$ cat src/rtl/qarb_pkg.sv
package qarb_pkg;
  localparam int PRIO_W = 4;

  typedef enum logic [1:0] {
    SRC_NONE,
    SRC_ESC,
    SRC_TOK,
    SRC_OPP
  } src_e;
endpackage

$ cat src/rtl/qarb_bucket.sv
module qarb_bucket #(
  parameter int TOK_W  = 10,
  parameter int SIZE_W = 8
) (
  input  logic              clk,
  input  logic              rst_n,
  input  logic [TOK_W-1:0]  rate,
  input  logic [TOK_W-1:0]  cap,
  input  logic              debit,
  input  logic [SIZE_W-1:0] size,
  output logic [TOK_W-1:0]  tok
);
  logic [TOK_W:0]   sum;
  logic [TOK_W-1:0] filled;
  logic [TOK_W-1:0] size_x;
  logic [TOK_W-1:0] tok_d;

  assign sum    = {1'b0, tok} + {1'b0, rate};
  assign filled = (sum > {1'b0, cap}) ? cap : sum[TOK_W-1:0];
  assign size_x = TOK_W'(size);

  always_comb begin
    tok_d = filled;
    if (debit) tok_d = (filled >= size_x) ? filled - size_x : '0;
  end

  always_ff @(posedge clk or negedge rst_n) begin
    if (!rst_n) tok <= '0;
    else        tok <= tok_d;
  end
endmodule

$ cat src/rtl/qarb_age.sv
module qarb_age #(
  parameter int AGE_W = 8
) (
  input  logic             clk,
  input  logic             rst_n,
  input  logic             pend,
  input  logic             clear,
  output logic [AGE_W-1:0] age
);
  always_ff @(posedge clk or negedge rst_n) begin
    if (!rst_n)              age <= '0;
    else if (!pend || clear) age <= '0;
    else if (age != '1)      age <= age + 1'b1;
  end
endmodule

$ cat src/rtl/qarb_pick.sv
module qarb_pick
  import qarb_pkg::*;
#(
  parameter int N      = 3,
  parameter int TOK_W  = 10,
  parameter int SIZE_W = 8,
  parameter int AGE_W  = 8,
  parameter int IDX_W  = 2
) (
  input  logic [N-1:0]      valid,
  input  logic [N-1:0]      opp,
  input  logic [SIZE_W-1:0] size [N],
  input  logic [PRIO_W-1:0] prio [N],
  input  logic [TOK_W-1:0]  tok  [N],
  input  logic [AGE_W-1:0]  age  [N],
  input  logic [AGE_W-1:0]  thr  [N],
  input  logic [IDX_W-1:0]  rr,
  output logic [N-1:0]      win
);
  logic [N-1:0]      esc, elig, oppr, pool;
  logic [N-1:0]      esc_win, rr_win;
  logic [AGE_W-1:0]  best_age;
  logic              esc_found, rr_hit;
  logic [PRIO_W-1:0] top_p;
  src_e              src;

  always_comb begin
    for (int i = 0; i < N; i++) begin
      esc[i]  = valid[i] && (age[i] > thr[i]);
      elig[i] = valid[i] && !opp[i] && (tok[i] >= TOK_W'(size[i]));
      oppr[i] = valid[i] && opp[i];
    end
  end

  always_comb begin
    if (|esc)       src = SRC_ESC;
    else if (|elig) src = SRC_TOK;
    else if (|oppr) src = SRC_OPP;
    else            src = SRC_NONE;
  end

  // oldest escalated request, strict compare keeps the lower index on ties
  always_comb begin
    esc_win   = '0;
    best_age  = '0;
    esc_found = 1'b0;
    for (int i = 0; i < N; i++) begin
      if (esc[i] && (!esc_found || age[i] > best_age)) begin
        esc_found  = 1'b1;
        best_age   = age[i];
        esc_win    = '0;
        esc_win[i] = 1'b1;
      end
    end
  end

  // highest priority in the pool, round-robin among equals
  always_comb begin
    pool   = (src == SRC_TOK) ? elig : oppr;
    top_p  = '0;
    rr_win = '0;
    rr_hit = 1'b0;
    for (int i = 0; i < N; i++)
      if (pool[i] && prio[i] > top_p) top_p = prio[i];
    for (int k = 1; k <= N; k++) begin
      int j;
      j = (int'(rr) + k) % N;
      if (!rr_hit && pool[j] && prio[j] == top_p) begin
        rr_hit    = 1'b1;
        rr_win[j] = 1'b1;
      end
    end
  end

  always_comb begin
    case (src)
      SRC_ESC:  win = esc_win;
      SRC_NONE: win = '0;
      default:  win = rr_win;
    endcase
  end
endmodule

$ cat src/rtl/qarb_top.sv
module qarb_top
  import qarb_pkg::*;
#(
  parameter int N      = 3,
  parameter int TOK_W  = 10,
  parameter int SIZE_W = 8,
  parameter int AGE_W  = 8
) (
  input  logic                clk,
  input  logic                rst_n,
  input  logic [N-1:0]        req_valid,
  input  logic [N*SIZE_W-1:0] req_size,
  output logic [N-1:0]        gnt_onehot,
  input  logic                gnt_accept,
  input  logic [N*PRIO_W-1:0] cfg_prio,
  input  logic [N*TOK_W-1:0]  cfg_rate,
  input  logic [N*TOK_W-1:0]  cfg_cap,
  input  logic [N*AGE_W-1:0]  cfg_age_lim,
  input  logic [N-1:0]        cfg_opport
);
  localparam int IDX_W = (N > 1) ? $clog2(N) : 1;

  logic [N-1:0]      gnt_q, take, win;
  logic [IDX_W-1:0]  rr_q, gidx;
  logic [SIZE_W-1:0] size_a [N];
  logic [PRIO_W-1:0] prio_a [N];
  logic [TOK_W-1:0]  tok_a  [N];
  logic [AGE_W-1:0]  age_a  [N];
  logic [AGE_W-1:0]  thr_a  [N];

  assign take = gnt_q & {N{gnt_accept}};

  for (genvar i = 0; i < N; i++) begin : g_mst
    assign size_a[i] = req_size[i*SIZE_W +: SIZE_W];
    assign prio_a[i] = cfg_prio[i*PRIO_W +: PRIO_W];
    assign thr_a[i]  = cfg_age_lim[i*AGE_W +: AGE_W];

    qarb_bucket #(.TOK_W(TOK_W), .SIZE_W(SIZE_W)) u_bkt (
      .clk   (clk),
      .rst_n (rst_n),
      .rate  (cfg_rate[i*TOK_W +: TOK_W]),
      .cap   (cfg_cap[i*TOK_W +: TOK_W]),
      .debit (take[i] & ~cfg_opport[i]),
      .size  (size_a[i]),
      .tok   (tok_a[i])
    );

    qarb_age #(.AGE_W(AGE_W)) u_age (
      .clk   (clk),
      .rst_n (rst_n),
      .pend  (req_valid[i]),
      .clear (take[i]),
      .age   (age_a[i])
    );
  end

  qarb_pick #(
    .N(N), .TOK_W(TOK_W), .SIZE_W(SIZE_W), .AGE_W(AGE_W), .IDX_W(IDX_W)
  ) u_pick (
    .valid (req_valid),
    .opp   (cfg_opport),
    .size  (size_a),
    .prio  (prio_a),
    .tok   (tok_a),
    .age   (age_a),
    .thr   (thr_a),
    .rr    (rr_q),
    .win   (win)
  );

  always_comb begin
    gidx = '0;
    for (int i = 0; i < N; i++)
      if (gnt_q[i]) gidx = IDX_W'(i);
  end

  always_ff @(posedge clk or negedge rst_n) begin
    if (!rst_n) begin
      gnt_q <= '0;
      rr_q  <= IDX_W'(N - 1);
    end else if (gnt_q != '0) begin
      if (gnt_accept) begin
        gnt_q <= '0;
        rr_q  <= gidx;
      end
    end else begin
      gnt_q <= win;
    end
  end

  assign gnt_onehot = gnt_q;
endmodule

$ cat config.mk
export PLATFORM = sky130hd
export DESIGN_NAME = qarb_top
export DESIGN_NICKNAME = d
export VERILOG_FILES = /design/src/rtl/qarb_pkg.sv /design/src/rtl/qarb_bucket.sv /design/src/rtl/qarb_age.sv /design/src/rtl/qarb_pick.sv /design/src/rtl/qarb_top.sv
export SDC_FILE = /design/constraint.sdc
export NUM_CORES = 1
export LEC_CHECK = 0
export BUFFER_PORTS_ARGS = -buffer_cell sky130_fd_sc_hd__buf_2
export CAP_MARGIN = 20
export CORE_ASPECT_RATIO = 1.4
export CORE_MARGIN = 10
export CORE_UTILIZATION = 45
export CTS_BUF_LIST = sky130_fd_sc_hd__clkbuf_8
export CTS_CLUSTER_SIZE = 40
export DETAILED_ROUTE_END_ITERATION = 10
export GPL_TIMING_DRIVEN = 0
export MAX_ROUTING_LAYER = met4
export PLACE_DENSITY = 0.7
export SYNTH_ARGS = -nofsm -noshare
export SYNTH_HDL_FRONTEND = slang
export SYNTH_SLANG_ARGS = --single-unit
$ cat constraint.sdc
create_clock -name clk -period 8.54 [get_ports clk]
set_input_delay 1.708 -clock clk [delete_from_list [all_inputs] [get_ports clk]]
set_output_delay 1.708 -clock clk [all_outputs]
set_load 0.1 [all_outputs]
# Word level (Yosys, flattened, before mapping)
# Index checks and enable logic that the tools add are counted.
# word_totals
reg_bits	59
out_inout_bits	3
# op_classes
n_reduce_logical	49
magnitude_cmp	26
n_bitwise	12
div_mod_pow	3
n_addsub	12
n_eq_ne	9
muxes	63
# ops
op	n
>= comparator 32 x 1 -> 1 bit (second input constant)	3
>= comparator 32 x 3 -> 1 bit (second input constant)	3
< comparator 32 x 4 -> 1 bit (second input constant)	3
modulo 32 x 3 -> 32 bit (second input constant)	3
NOT 32 bit	3
2-to-1 mux 10 bit	9
2-to-1 mux 8 bit	8
>= comparator 10 x 8 -> 1 bit	6
greater-than comparator 8 bit	5
2-to-1 mux 4 bit	9
adder 10 x 10 -> 11 bit	3
greater-than comparator 11 x 10 -> 1 bit	3
subtractor 10 x 8 -> 10 bit	3
logical AND 1 bit	25
adder 8 x 1 -> 8 bit (second input constant)	3
binary-select mux 4 bit (select 2 bit)	3
inequality test 8 bit (second input constant)	3
2-to-1 mux 3 bit	7
2-to-1 mux 1 bit	15
equality test 4 bit	3
logical NOT 1 bit	10
2-to-1 mux 2 bit	5
OR reduction 3 bit	3
greater-than comparator 4 bit	2
18 further kinds	34

# Longest topological paths before layout
# Gate-level depths: netlist of the first run.
# depth
word_depth	29
depth_mapped	33
depth_no_buf	32

# By module
# A second synthesis of the first run with hierarchy kept.
# hier_totals
cells_unflattened	1216
hier_area_um2	9864.5
# modules_own_cells
mod	area_each_um2	cells_per_inst	n_inst
qarb_bucket at g_mst[1].u_bkt ...	1714.1	202	2
qarb_pick	3170.5	442	1
qarb_bucket at g_mst[0].u_bkt	1634.1	200	1
qarb_age	460.4	48	3
qarb_top	250.2	26	1

# Least setup slack after synthesis of the first run
# Ideal clock, no wire load.
# synth_path
kind	input-to-reg
startpoint	in cfg_age_lim[7]
endpoint	reg gnt_q[0], in the netlist gnt_onehot[0]
t_required_ps	8420
cell_stages	31
setup_slack_ps	1299
path_buffers	2
arrival_time_ps	7121
setup_ps	120
path_cell_list	inv_1 ha_1 a21oi_2 o211ai_1 o211a_1 or4b_1 buf_6 mux2i_1 or2_1 nand2_1 ha_1 nor2b_1 o211a_1 o211a_1 o211ai_1 mux2i_1 o22ai_2 inv_1 ha_1 nor2b_1 o21ai_0 nand2b_1 a21oi_1 a41oi_1 o21ai_1 buf_2 a41oi_1 a211oi_2 nor4_2 a221o_1 a31o_1
# synth_between
elab_chain_cells	27
elab_cells_between_ends	59
# synth_rtl
element	line	source
start: declaration	qarb_top.sv:18	input logic [N*AGE_W-1:0] cfg_age_lim,
greater-than comparator 8 bit (*)	qarb_pick.sv:29	esc[i] = valid[i] && (age[i] > thr[i]);
logical AND 1 bit (*)	qarb_pick.sv:29	
OR reduction 3 bit	qarb_pick.sv:36	if (|esc) src = SRC_ESC;
2-to-1 mux 2 bit	qarb_pick.sv:36	
equality test 2 bit	qarb_pick.sv:59	pool = (src == SRC_TOK) ? elig : oppr;
2-to-1 mux 3 bit	qarb_pick.sv:59	
logical AND 1 bit	qarb_pick.sv:64	if (pool[i] && prio[i] > top_p) top_p = prio[i];
2-to-1 mux 4 bit	qarb_pick.sv:64	
[... 9 more ...]	n/a	
logical NOT 1 bit	qarb_pick.sv:68	if (!rr_hit && pool[j] && prio[j] == top_p) begin
logical AND 1 bit (2 in a row)	qarb_pick.sv:68	
2-to-1 mux 1 bit	qarb_pick.sv:68	
logical NOT 1 bit	qarb_pick.sv:68	
logical AND 1 bit (2 in a row)	qarb_pick.sv:68	
2-to-1 mux 3 bit	qarb_pick.sv:68	
one-hot mux 3 bit (2 select lines) (*)	qarb_pick.sv:76	case (src)
2-to-1 mux 3 bit (*)	qarb_top.sv:81	end else if (gnt_q != '0) begin
end signal: assignment	qarb_top.sv:87	gnt_q <= win;
end: declaration	qarb_top.sv:23	logic [N-1:0] gnt_q, take, win;
# Mark *: on every way between the ends. The rest lies on a longest branch, timed or not. The select of a mux whose other input is x is not followed.
# A chain may end at the register's enable or synchronous reset.

# Worst setup path in the final report of the first run
# layout_path
startpoint	in cfg_age_lim[15]
endpoint	reg gnt_q[0], in the netlist gnt_onehot[0]
# The elaborated chain is that of the path after synthesis.

==> results of run 1 <==
[critical path, delay by kind of cell]
family	cells	cell delay [ns]
AO/OA/AOI/OAI	15	3.28
adder cells (fa/ha/maj)	3	0.89
buffers and inverters	5	0.63
multiplexers	2	0.35
AND/OR/NAND/NOR	7	1.24
[final timing paths]
check                                        end                   from  slack, ns  cells past startpoint
setup / recovery                   gnt_onehot[0]        cfg_age_lim[15]       0.65                     32
hold / removal                           rr_q[1]                rr_q[1]       0.51                      2
setup reg to reg                   gnt_onehot[0]  g_mst[1].u_age.age[7]       1.64                     30
hold reg to reg                          rr_q[1]                rr_q[1]       0.51                      2
max in group asynchronous  g_mst[1].u_age.age[3]                  rst_n       6.52                      1
min in group asynchronous  g_mst[2].u_bkt.tok[5]                  rst_n       1.46                      1
[per-layer routing]
| layer | wire [µm] | global-route usage, % | vias up |
|---|---|---|---|
| li1 | - | - | 4125 |
| met5 | 0 | - | - |
| met4 | 529 | 5.833 | 0 |
| met3 | 940 | 2.352 | 37 |
| met1 | 9343 | 20.26 | 3733 |
| met2 | 11750 | 33.84 | 176 |
[sequential cells by signal, summed over array words and instances (netlist names)]
register / flops
g_mst.u_age.age: 24
g_mst.u_bkt.tok: 30
gnt_onehot: 3
rr_q: 2
[power groups by stage]
stage | combinational, µW | sequential (µW) | clock (µW)
5_1_grt | 3150 | 470 | 278
2_1_floorplan | 2200 | 452 | 0
3_3_place_gp | 2680 | 465 | 0
3_5_place_dp | 2750 | 465 | 0
6_report | 2760 | 459 | 260
4_1_cts | 2770 | 460 | 267
[metrics by stage]
step | hold slack (ns) | instances | total power (µW)
4_1_cts | 0.5102 | 1459 | 3497
2_1_floorplan | 0.4577 | 1069 | 2656
3_5_place_dp | 0.4994 | 1444 | 3217
6_report | 0.5093 | 1460 | 3482
5_1_grt | 0.5221 | 1460 | 3901
3_3_place_gp | 0.4889 | 1444 | 3148
[cells in the mapped netlist, drive strengths merged, types with 7 or more instances]
library cell	instances
a211oi	9
a21o	27
a21oi	82
a22o	8
a31oi	9
and3	14
clkbuf	13
dfrtp	58
ha	163
inv	142
mux2	22
mux2i	23
nand2	64
nand2b	17
nand3	22
nand4	25
nor2	63
nor2b	22
nor3	9
nor4	7
o211ai	10
o21a	17
o21ai	87
o21bai	7
o22ai	10
xnor2	44
xor2	19
[cells by family after synthesis]
group	after synthesis	synth area share, %
AOI/OAI and AO/OA	304	22.59
xor gates and xnor gates	63	6.419
adders and majority gates	169	25.12
buffers and inverters	160	7.132
DFF	59	17.19
muxes	45	5.604
and+or+nand+nor	269	15.94
[layout make-up]
cell class / count / area (µm²)
sequential: 59 / 1478
timing repair buffer: 131 / 658.1
clock buffer: 10 / 137.6
clock inverter: 5 / 53.80
inverter: 142 / 533.0
tap: 244 / 305.3
antenna: 1 / 2.502
multi-input combinational: 850 / 6505
buffer: 18 / 80.08
fill: 1825 / 8924
==> flow_metrics.tcl, run 1 <==
set metrics [dict create \
    syn_avg_cell_area_um2 8.041 \
    synth_top_area_cell "sky130_fd_sc_hd__ha_1" \
    drt-vias-per-instance 5.528 \
    clock_path_buffers 2 \
    fmax_mhz 126.7 \
    grt_pass1_wl_mm 37.95 \
    cts_tree "done" \
    mostFrequentLayoutCells "sky130_fd_sc_hd__ha_1 (163), sky130_fd_sc_hd__inv_1 (142), sky130_fd_sc_hd__buf_2 (131)" \
    synth.yosys.seq_area_share_pct 17.19 \
    antenna_left 0 \
    p_per_area_nw_per_um2 357.0 \
    critPathMaxStageDelay_ns 0.50 \
    critical_path_cell_with_the_highest_stage_delay "sky130_fd_sc_hd__or4b_1" \
    hold_viol_final 0 \
    cts_num_sinks 59 \
    switching_share_pct 48.80 \
    route.detailed.drc 0 \
    ctsHtreeMaxLevel 3 \
    worst_skew_pair.late_latency_ns 0.34 \
    area_delta_synth_final_pct 13.46 \
    detailedPlace.worstSlack_ns 0.3333 \
    rsz_0062_raised_after_global_routing "no" \
    total_of_hold_buffers_inserted_after_clock_tree_synthesis 0 \
    critPathLaunchType "input pin" \
    maximum_number_of_pins_on_one_net_before_global_route_repair 60 \
    synth_enable_flop_cells 0 \
    critical_path_start_end_classification "in -> reg" \
    final_net_count 1509 \
    cp_data_required_time_ns 8.75 \
    internal_power_uw 1782 \
    relSlewSlack_pct 42.82 \
    power.combinational.fraction_pct 79.3 \
    drt-pass1-iter-count 7 \
    gp_congestion 0.9511 \
    synth.top_cells.by_area "sky130_fd_sc_hd__ha_1 (24%), sky130_fd_sc_hd__dfrtp_1 (17%), sky130_fd_sc_hd__inv_1 (6.2%), sky130_fd_sc_hd__o21ai_0 (4.8%), sky130_fd_sc_hd__a21oi_1 (4.7%)" \
    final_max_slew_viol_count 0 \
    drt_iter0_drc 350 \
    routed_wire_length_per_instance_um 15.45 \
    dpl.hpwl_mm 19.19 \
    vias_in_the_first_global_route 8296 \
    number_of_vias_after_detailed_routing 8071 \
    placed_area_um2 9559 \
    synth_seq_cells 59 \
    min_path_type "reg -> reg" \
    start_util_pct 46.02 \
    postLayoutSetupSlackWorst_ns 0.6487 \
    p_switching_uw 1699 \
    post_cts_resized 0 \
    cts_inserted_buffers 9 \
    number_of_antenna_violations_at_the_first_check_in_global_routing 1 \
    numPortBuffers 131 \
    die-area_um2 25110 \
    finalInstanceArea_um2 9753 \
    yosysWarningCount 0 \
    floorplan.die.width_um 136.8 \
    tightestPinTransition_ns 0.8537 \
    grt_remaining_overflow 0 \
    area_inside_the_core_boundary_um2 18680 \
    layout_worst_path_cycle_share_pct 92.40 \
    postCtsSetupRepairBufs 0 \
    max_capacitance_violation_count 0 \
    power.share.sequential_pct 13.2 \
    ioPinCount 132 \
    max-vdd-ir-drop_mv 0.2448 \
    worst_ep_arrival_time_ns 8.11 \
    synth_async_sr_flop_share_pct 100.0 \
    run_status "finished clean" \
    synthDistinctLibCells 73 \
    fp-row-count 59 \
    final.setup_skew_ns 0.01593 \
    netlist_area_um2 8596 \
    syn_nets 1367 \
    final_layout_size_suffix_gt1_share_pct 14.98 \
    crit_path_max_fanout 10 \
    netlist.area_leader.share_pct 23.73 \
    leakage_uw 0.005028 \
    fin_setup_tns_ns 0 \
    finalSetupViolCount 0 \
    clk_root_buf "sky130_fd_sc_hd__clkbuf_8" \
    cell_count_after_synthesis 1069 \
    totalWireLength_mm 22.56 \
    layout_commonest_cell "sky130_fd_sc_hd__ha_1" \
    dieHeight_um 183.5 \
    finalCoreUtilization_pct 52.22 \
    postSynth.topFlopCell "sky130_fd_sc_hd__dfrtp_1" \
    grt_total_usage_pct 18.55 \
    period_minus_slack_ns 7.891 \
    power.clock.fraction_pct 7.5 \
    clock_input_transition_at_the_sequential_cells_of_the_worst_setup_and_hold_paths_ns 0.07 \
    end_kind "flip-flop" \
]
Power figures use the tool's default switching activity.
==> inputs of run 2 (changes only) <==
- CORE_ASPECT_RATIO: 1.4 -> 0.9
- REMOVE_ABC_BUFFERS: unset -> 1
==> run 2 against run 1 <==
Non-clock buffer count down 15; critical endpoint unchanged; clock skew fell by 0.00093 ns; first-iteration DRC count up 35%; maximum frequency shrank 0.13%; cell count shrank 0.89%; clock power up 15%; largest power group unchanged; global-route usage shrank 0.63 points; sequential power about the same.
==> flow_metrics.tcl, run 2 (synthesis gave the netlist of run 1 again) <==
set metrics [dict create \
    dieHeight_um 151.1 \
    numPortBuffers 131 \
    hold-worst-slack_ns 0.4887 \
    min_path_type "reg -> reg" \
    critical_path_cell_with_the_highest_stage_delay "sky130_fd_sc_hd__or4b_4" \
    route.detailed.drc 0 \
    ctsHtreeMaxLevel 3 \
    drt-vias-per-instance 5.507 \
    routed_wire_length_per_instance_um 15.45 \
    grt_remaining_overflow 0 \
    regMostFlops "g_mst.u_bkt.tok" \
    critPathLaunchType "input pin" \
    grt_total_usage_pct 17.92 \
    critPathMaxStageDelay_ns 0.69 \
    vias_in_the_first_global_route 7766 \
    totalWireLength_mm 22.36 \
    leakage_uw 0.005028 \
    regArea_um2 1478 \
    number_of_vias_after_detailed_routing 7969 \
    grt_pass1_wl_mm 37.05 \
    critical_path.reg2reg.endpoint "gnt_onehot[0]" \
    ioPinCount 132 \
    layout_worst_path_cycle_share_pct 92.52 \
    mostFrequentLayoutCells "sky130_fd_sc_hd__ha_1 (163), sky130_fd_sc_hd__inv_1 (144), sky130_fd_sc_hd__buf_2 (130)" \
    fmax_mhz 126.6 \
    end_kind "flip-flop" \
    cts_num_sinks 59 \
    layout_commonest_cell "sky130_fd_sc_hd__ha_1" \
    tightestPinTransition_ns 0.9033 \
    max-vdd-ir-drop_mv 0.2404 \
    maximum_number_of_pins_on_one_net_before_global_route_repair 60 \
    final_net_count 1494 \
    rsz_0062_raised_after_global_routing "no" \
    die-area_um2 25040 \
    relSlewSlack_pct 38.22 \
    period_minus_slack_ns 7.901 \
    critical_path_start_end_classification "in -> reg" \
    worst_ep_arrival_time_ns 8.15 \
    finalSetupViolCount 0 \
    gp_congestion 0.8783 \
    p_per_area_nw_per_um2 362.4 \
    rr_worst_depth 28 \
    worstHoldPathCells 2 \
    cts_tree "done" \
    area_delta_synth_final_pct 13.22 \
    hold_viol_final 0 \
    reg2reg_setup_slack_ns 1.64 \
    antenna_left 0 \
    start_util_pct 46.26 \
    final.setup_skew_ns 0.01500 \
    fp-row-count 47 \
    cts_inserted_buffers 9 \
    area_inside_the_core_boundary_um2 18580 \
    drt-pass1-iter-count 5 \
    critical_path.n_buffers_inverters 3 \
    floorplan.die.width_um 165.7 \
    max_capacitance_violation_count 0 \
    clock_input_transition_at_the_sequential_cells_of_the_worst_setup_and_hold_paths_ns 0.08 \
    worst_skew_pair.late_latency_ns 0.36 \
    number_of_antenna_violations_at_the_first_check_in_global_routing 1 \
    final_layout_size_suffix_gt1_share_pct 15.24 \
    timing.hold.worst_endpoint "rr_q[1]" \
    dpl.hpwl_mm 18.58 \
    final_max_slew_viol_count 0 \
    fill_cell_count 1825 \
    run_status "finished clean" \
    crit_path_max_fanout 12 \
    multi_input_area_um2 6513 \
    finalPower_uw 3526 \
    critPathTopFamily "compound AO/OA/AOI/OAI gates" \
    r2r-start "g_mst[1].u_age.age[7]" \
    min_from "rr_q[1]" \
    cp_data_required_time_ns 8.79 \
    drt_iter0_drc 472 \
    largest_register_ff_count 30 \
    clk_root_buf "sky130_fd_sc_hd__clkbuf_8" \
    clock_path_buffers 2 \
]
-- run 2: what timing repair did --
action / 4_1_cts / 5_1_grt
setup endpoints to repair: 0 / 3
hold endpoints to repair: 0 / 0
buffers inserted: 0 / 0
hold buffers: 0 / 0
gates resized for setup: 0 / 2
-- run 2: worst register-to-register path, delay by kind of cell, from the launching register on --
kind	cells	cell delay, ns
multiplexers	2	0.42
AND/OR/NAND/NOR	7	1.43
buffers and inverters	1	0.08
AO/OA/AOI/OAI	15	3.46
adder cells (fa/ha/maj)	3	0.92
flip-flops	1	0.48
-- run 2: area by class of cell --
class	count	area share, %
Clock buffer	10	1.414
Tap cell	245	3.150
Clock inverter	6	0.8357
Antenna cell	1	0.02571
Inverter	142	5.477
Sequential cell	59	15.18
Multi-Input combinational cell	850	66.92
Timing Repair Buffer	134	6.994
-- run 2: worst max path at each step --
stage,from,to,cells after the start
global route,cfg_age_lim[5],gnt_onehot[0],30
finish,cfg_age_lim[5],gnt_onehot[0],30
floorplan,cfg_age_lim[7],gnt_onehot[0],29
CTS,cfg_age_lim[5],gnt_onehot[0],30
global placement,cfg_age_lim[5],gnt_onehot[0],30
detailed placement,cfg_age_lim[5],gnt_onehot[0],30
-- run 2: per-layer routing --
| layer | global-route usage (%) | wire [µm] | vias to the layer above |
|---|---|---|---|
| met1 | 24.08 | 11250 | 3698 |
| met4 | 3.717 | 180 | 0 |
| met3 | 2.306 | 801 | 13 |
| met2 | 28.40 | 10130 | 155 |
| li1 | - | - | 4103 |
| met5 | - | 0 | - |
-- run 2: stage by stage --
step	cell area (µm²)	std cells	TNS (ns)	setup slack (ns)	util [%]
detailed placement	9480	1427	-0.4032	-0.2034	51.02
floorplan	8516	1051	0	0.9420	-
finish	9732	1447	0	0.6386	52.37
global placement	9478	1427	-0.07979	-0.06242	51.00
CTS	9699	1443	0	0.1778	52.20
global route	9732	1447	0	0.05013	52.37
-- run 2: where the power goes --
part	total [µW]	internal, µW	leakage [µW]	switching [µW]
clock network	298	170	0.000119	128
logic	2770	1270	0.00416	1500
registers	459	381	0.000744	77.9
